<file path="src/rtl/rstcause_pkg.sv">
package rstcause_pkg;

  typedef enum logic [1:0] {
    CAT_NONE   = 2'd0,
    CAT_LOWPWR = 2'd1,
    CAT_REQ    = 2'd2,
    CAT_RSVD   = 2'd3
  } rst_cat_e;

  localparam int unsigned BIT_POR  = 0;
  localparam int unsigned BIT_LP   = 1;
  localparam int unsigned BIT_NDM  = 2;
  localparam int unsigned BIT_SW   = 3;
  localparam int unsigned HW_BASE  = 4;

  // Authorization rules, one per cause class.
  function automatic logic lp_allowed(rst_cat_e c);
    return c == CAT_LOWPWR;
  endfunction

  function automatic logic ndm_allowed(rst_cat_e c, logic req);
    return req && (c == CAT_NONE);
  endfunction

  function automatic logic req_allowed(rst_cat_e c, logic req);
    return req && (c == CAT_REQ);
  endfunction

endpackage

</file>
<file path="src/rtl/rstcause_mute.sv">
module rstcause_mute (
  input  logic clk_i,
  input  logic por_ni,
  input  logic cpu_rst_ni,
  output logic muted_o
);

  // Set by power-on; cleared the first time the processor is seen running.
  always_ff @(posedge clk_i or negedge por_ni) begin
    if (!por_ni)         muted_o <= 1'b1;
    else if (cpu_rst_ni) muted_o <= 1'b0;
  end

endmodule

</file>
<file path="src/rtl/rstcause_auth.sv">
module rstcause_auth
  import rstcause_pkg::*;
#(
  parameter int unsigned NUM_HW = 4,
  localparam int unsigned W     = HW_BASE + NUM_HW
) (
  input  logic              cpu_rst_ni,
  input  logic              muted_i,
  input  logic [1:0]        category_i,
  input  logic              ndm_req_i,
  input  logic              sw_req_i,
  input  logic [NUM_HW-1:0] hw_req_i,
  output logic [W-1:0]      cap_o
);

  rst_cat_e cat;
  logic     cap_en;

  assign cat    = rst_cat_e'(category_i);
  assign cap_en = !cpu_rst_ni && !muted_i;

  // Power-on is only ever recorded by the reset value.
  assign cap_o[BIT_POR] = 1'b0;
  assign cap_o[BIT_LP]  = cap_en && lp_allowed(cat);
  assign cap_o[BIT_NDM] = cap_en && ndm_allowed(cat, ndm_req_i);
  assign cap_o[BIT_SW]  = cap_en && req_allowed(cat, sw_req_i);

  for (genvar i = 0; i < NUM_HW; i++) begin : g_hw
    assign cap_o[HW_BASE+i] = cap_en && req_allowed(cat, hw_req_i[i]);
  end

endmodule

</file>
<file path="src/rtl/rstcause_store.sv">
module rstcause_store #(
  parameter int unsigned W       = 8,
  parameter int unsigned POR_BIT = 0
) (
  input  logic         clk_i,
  input  logic         por_ni,
  input  logic         wr_en_i,
  input  logic [W-1:0] wr_data_i,
  input  logic [W-1:0] cap_i,
  output logic [W-1:0] q_o
);

  // Clear first, then set: a same-cycle capture survives the clear.
  function automatic logic bit_next(logic cur, logic clr, logic set);
    return (cur && !clr) || set;
  endfunction

  for (genvar b = 0; b < W; b++) begin : g_bit
    localparam logic RST_VAL = (b == POR_BIT);
    always_ff @(posedge clk_i or negedge por_ni) begin
      if (!por_ni) q_o[b] <= RST_VAL;
      else         q_o[b] <= bit_next(q_o[b], wr_en_i && wr_data_i[b], cap_i[b]);
    end
  end

endmodule

</file>
<file path="src/rtl/rstcause_rec.sv">
module rstcause_rec
  import rstcause_pkg::*;
#(
  parameter int unsigned NUM_HW = 4,
  localparam int unsigned W     = HW_BASE + NUM_HW
) (
  input  logic              clk_i,
  input  logic              por_ni,
  input  logic              cpu_rst_ni,
  input  logic [1:0]        category_i,
  input  logic              ndm_req_i,
  input  logic              sw_req_i,
  input  logic [NUM_HW-1:0] hw_req_i,
  input  logic              wr_en_i,
  input  logic [W-1:0]      wr_data_i,
  output logic [W-1:0]      cause_o
);

  logic         muted;
  logic [W-1:0] cap_vec;

  rstcause_mute u_mute (
    .clk_i      (clk_i),
    .por_ni     (por_ni),
    .cpu_rst_ni (cpu_rst_ni),
    .muted_o    (muted)
  );

  rstcause_auth #(.NUM_HW(NUM_HW)) u_auth (
    .cpu_rst_ni (cpu_rst_ni),
    .muted_i    (muted),
    .category_i (category_i),
    .ndm_req_i  (ndm_req_i),
    .sw_req_i   (sw_req_i),
    .hw_req_i   (hw_req_i),
    .cap_o      (cap_vec)
  );

  rstcause_store #(.W(W), .POR_BIT(BIT_POR)) u_store (
    .clk_i     (clk_i),
    .por_ni    (por_ni),
    .wr_en_i   (wr_en_i),
    .wr_data_i (wr_data_i),
    .cap_i     (cap_vec),
    .q_o       (cause_o)
  );

endmodule

</file>
<file path="config.mk">
export PLATFORM = sky130hd
export DESIGN_NAME = rstcause_rec
export DESIGN_NICKNAME = d
export VERILOG_FILES = /design/src/rtl/rstcause_pkg.sv /design/src/rtl/rstcause_mute.sv /design/src/rtl/rstcause_auth.sv /design/src/rtl/rstcause_store.sv /design/src/rtl/rstcause_rec.sv
export SDC_FILE = /design/constraint.sdc
export NUM_CORES = 1
export LEC_CHECK = 0
export BUFFER_PORTS_ARGS = -buffer_cell sky130_fd_sc_hd__buf_2
export CAP_MARGIN = 40
export CORE_AREA = 2 2 39 41
export CTS_CLUSTER_SIZE = 24
export DETAILED_ROUTE_END_ITERATION = 12
export DIE_AREA = 0 0 41 43
export PLACE_DENSITY = 0.66
export SETUP_SLACK_MARGIN = 0.02
export SYNTH_ARGS = -nofsm -noshare
export SYNTH_HDL_FRONTEND = slang
export SYNTH_SLANG_ARGS = --single-unit
</file>
<file path="constraint.sdc">
create_clock -name clk_i -period 3.2 [get_ports clk_i]
set_clock_uncertainty 0.2 [all_clocks]
set_input_delay 0.48 -clock clk_i [delete_from_list [all_inputs] [get_ports clk_i]]
set_output_delay 0.48 -clock clk_i [all_outputs]
set_load 0.01 [all_outputs]
</file>
-- Yosys cells after proc, flatten, opt, wreduce, memory -nomap -nowiden
Cells that the tools add are included.
- reduce and logical (&&, ||, !) cells: 48
- equal/unequal tests: 2
- operators with widths (operator ; number):
    $logic_and 1x1->1 ; 30
    $logic_not 1->1 ; 10
    $logic_or 1x1->1 ; 7
    $eq 2x1->1 const B ; 1
    $eq 2x2->1 const B ; 1
    $logic_not 2->1 ; 1
- input port bits: 20
- register bits: 9
- output and inout port bits: 8
- logic and storage cells: 59

-- Logic depth before layout (Yosys ltp)
- depth after elaboration: 4
- mapped depth: 3
- mapped depth without buffers: 2

-- Hierarchy
From an unflattened synthesis, not the netlist that was laid out.
- cells, all modules: 38
- area, all modules: 426.7 um^2
- by module, submodules not included (module ; instances ; area an instance (um^2) ; cells each ; sequential area each (um^2)):
    rstcause_store ; 1 ; 299.0 ; 25 ; 201.4
    rstcause_auth ; 1 ; 87.6 ; 11 ; 0.0
    rstcause_mute ; 1 ; 40.0 ; 2 ; 26.3

-- Least setup slack after synthesis
Ideal clock, no wire load.
- path type: input -> register
- start: input port wr_en_i
- end: register u_store.q_o[1]
- setup slack: 1.937 ns
- buffers on the path: 1
- arrival: 0.942 ns
- stages: 3
- data required time: 2.879 ns
- setup time: 0.121 ns
- path through: clkbuf_1 > nand2_1 > a22o_2
- cells in the longest elaborated chain, start to end: 4
- ends and longest elaborated chain (item ; line ; source):
    from (decl) ; rstcause_rec.sv:14 ; input logic wr_en_i,
    $logic_and 1x1->1 ; rstcause_store.sv:22 ; else q_o[b] <= bit_next(q_o[b], wr_en_i && wr_data_i[b], cap_i[b]);
    $logic_not 1->1 ; rstcause_store.sv:15 ; return (cur && !clr) || set;
    $logic_and 1x1->1 ; rstcause_store.sv:15 ;
    $logic_or 1x1->1 ; rstcause_store.sv:15 ;
    to (signal, indexed assignment) ; rstcause_store.sv:22 ;
    to (decl) ; rstcause_store.sv:10 ; output logic [W-1:0] q_o
No other way between the ends.
A chain may end at the register's enable or synchronous reset.

-- Final worst setup path
- start: register u_store.q_o[0]
- end: output port cause_o[0]
- RTL lines (item ; line ; source):
    to (decl) ; rstcause_rec.sv:16 ; output logic [W-1:0] cause_o
No word-level cell between the ends.

==> reports/results.ini <==
[status]
status=finished, final reports clean

[logic_synthesis]
seq_area_frac_synth_pct=61.9
syn_inst=29
syn_nets=49
netlist_area_um2=368
ys_warn_count=0
yosysUniqueCellTypes=12
synth-seq-cells=9
syn_avg_cell_area_um2=12.7

[worst_setup_path]
crit_required_ns=2.52
ff2ff_setup_slack_ns=1.96
cp-start-kind=flop
crit_path_end_kind=output port
path_delay_family=flip-flops
cp_slowest_cell=dfstp_2
cp_slowest_stage_delay_ns=0.53
cp.arrival_ns=0.91
worst-path-buf-inv=1
crit_chain=buf_2
crit_type=reg -> out
path_max_fanout=2

[die]
die_area_um2=1760
ios=28
die_h_um=43
core-area_um2=1380
start_util_pct=26.6
die_width_um=41
rows=14

[clock_network]
cts_setup_buffers=0
cts_buffers=3
cts.clk_slew.worst_paths_ns=0.07
clk-insertion-delay-late_ns=0.26
cts_tree=yes
cts-root-buf=clkbuf_4
h-tree-depth=1
cts_num_sinks=9
max-clock-path-buffers=2

[placed_design]
dp_hpwl_um=698
gp_congestion=0.660
io_buffers=27
dp.cells=71
place_ws_ns=1.71

[timing]
max_freq_ghz=0.629
tightest_slew_ns=0.353
post-route-min-period_ns=1.59
relSlewSlack_pct=76.4
setup-tns-final_ns=0
slew_viol_final=0
setup_viol=0
hold_violations=0
rsz0062_at_grt=false
final.setup.worst_slack_ns=1.61
fin_crit_sh_pct=49.6

[power]
p_int_uw=194
p_sw_uw=68.9
powerDensity_nw_per_um2=472
total_power_uw=263
pwr-share-clk_pct=34.1
leakagePower_nw=0.307
p_comb_share_pct=17.2
seqPwrFrac_pct=48.7
switching_share_pct=26.2
peakVddDrop_uv=210

[detailed_routing]
vias=327
detail-route-antenna-nets=0
avgRoutedWirePerCell_um=11.3
drt_first_pass_iters=2
drc=0
via_per_inst=4.30
drt_wl_total_um=858
first_iter_violations=2

[global_route]
grt_pass1_vias=350
grt_overflow=0
gr-usage-all-layers_pct=12.9
antenna_found_initial=0
grt_max_degree=10
grt_pass1_wl_um=1390

[layout]
diodes=0
synthToLayoutAreaGrowth_pct=51.4
final_cell_count_no_fill=76
drive_gt1_share_pct=58.3
nNetsFinal=81
fin_util_pct=40.2

[job]
cap_violations=0

[min_path]
hold_path.class=in -> reg

## per-layer routing
layer	routed length [um]	vias to the layer above	GRT usage, %
met2	399	14	16.3
met5	0	-	0
met3	71	2	8.38
li1	-	165	-
met1	379	146	15.7
met4	8	0	8.00
## cells in the final DEF (no fill, tap or decap)
cell	instances
dfstp_2	2
nor4b_4	1
buf_2	27
inv_1	1
nor2b_1	1
clkbuf_4	3
a22o_1	5
nor3_1	1
a22o_2	1
dfrtp_1	7
clkinv_2	1
a21boi_0	1
a32o_1	1
dlygate4sd3_1	1
nand2_1	7
## synthesized netlist by cell type
library cell  instances  area [um^2]
nor4b_4               1         23.8
a21boi_0              1         7.51
a32o_1                1         10.0
a22o_1                5         43.8
clkbuf_1              1         3.75
nor3_1                1         5.00
dfrtp_1               7          175
dfstp_2               2         52.6
inv_1                 1         3.75
a22o_2                1         10.0
nand2_1               7         26.3
nor2b_1               1         6.26
## state kept, by name (all words and copies together) (netlist names)
register	count
u_store.q_o	8
u_mute.muted_o	1
## power groups by stage
stage                     Sequential (mW)  Clock, mW  Combinational (mW)
final                               0.128     0.0896              0.0452
after CTS                           0.128     0.0921              0.0464
after global placement              0.130          0              0.0443
after global routing                0.129      0.102              0.0503
after detailed placement            0.130          0              0.0454
after floorplan                     0.135          0              0.0139
## layout make-up
class / instances / area (um^2)
flip-flops and latches: 9 / 228
repair buffers: 28 / 145
inverters: 1 / 3.75
fillers: 146 / 827
clock inverters: 1 / 5.00
clock buffers: 3 / 22.5
well taps: 16 / 20.0
multi-input cells: 18 / 133
## final timing paths
path | start | end | depth (start not counted)
max | u_store.q_o[0] | cause_o[0] | 1
min | wr_data_i[0] | u_store.q_o[0] | 2
max reg2reg | u_mute.muted_o | u_store.q_o[6] | 2
min reg2reg | u_store.q_o[0] | u_store.q_o[0] | 1
max in group asynchronous | por_ni | u_mute.muted_o | 2
min in group asynchronous | por_ni | u_store.q_o[3] | 2
## kinds of logic after synthesis
| family | after synthesis | synth area share [%] |
|---|---|---|
| and+or+nand+nor | 10 | 16.7 |
| buffers and inverters | 2 | 2.04 |
| DFF | 9 | 61.9 |
| AOI/OAI and AO/OA | 8 | 19.4 |
## stage by stage
step / instance area, um^2 / hold WS, ns
2_1_floorplan: 368 / -0.0156
5_1_grt: 557 / 0.160
3_5_place_dp: 519 / 0.144
4_1_cts: 557 / 0.166
3_3_place_gp: 519 / 0.136
6_report: 557 / 0.168
## timing repair
| action | in CTS | in global routing |
|---|---|---|
| resized for setup | 0 | 0 |
| hold buffers | 1 | 0 |
| hold endpoints to repair | 7 | 0 |
(Power assumes the default switching activity.)
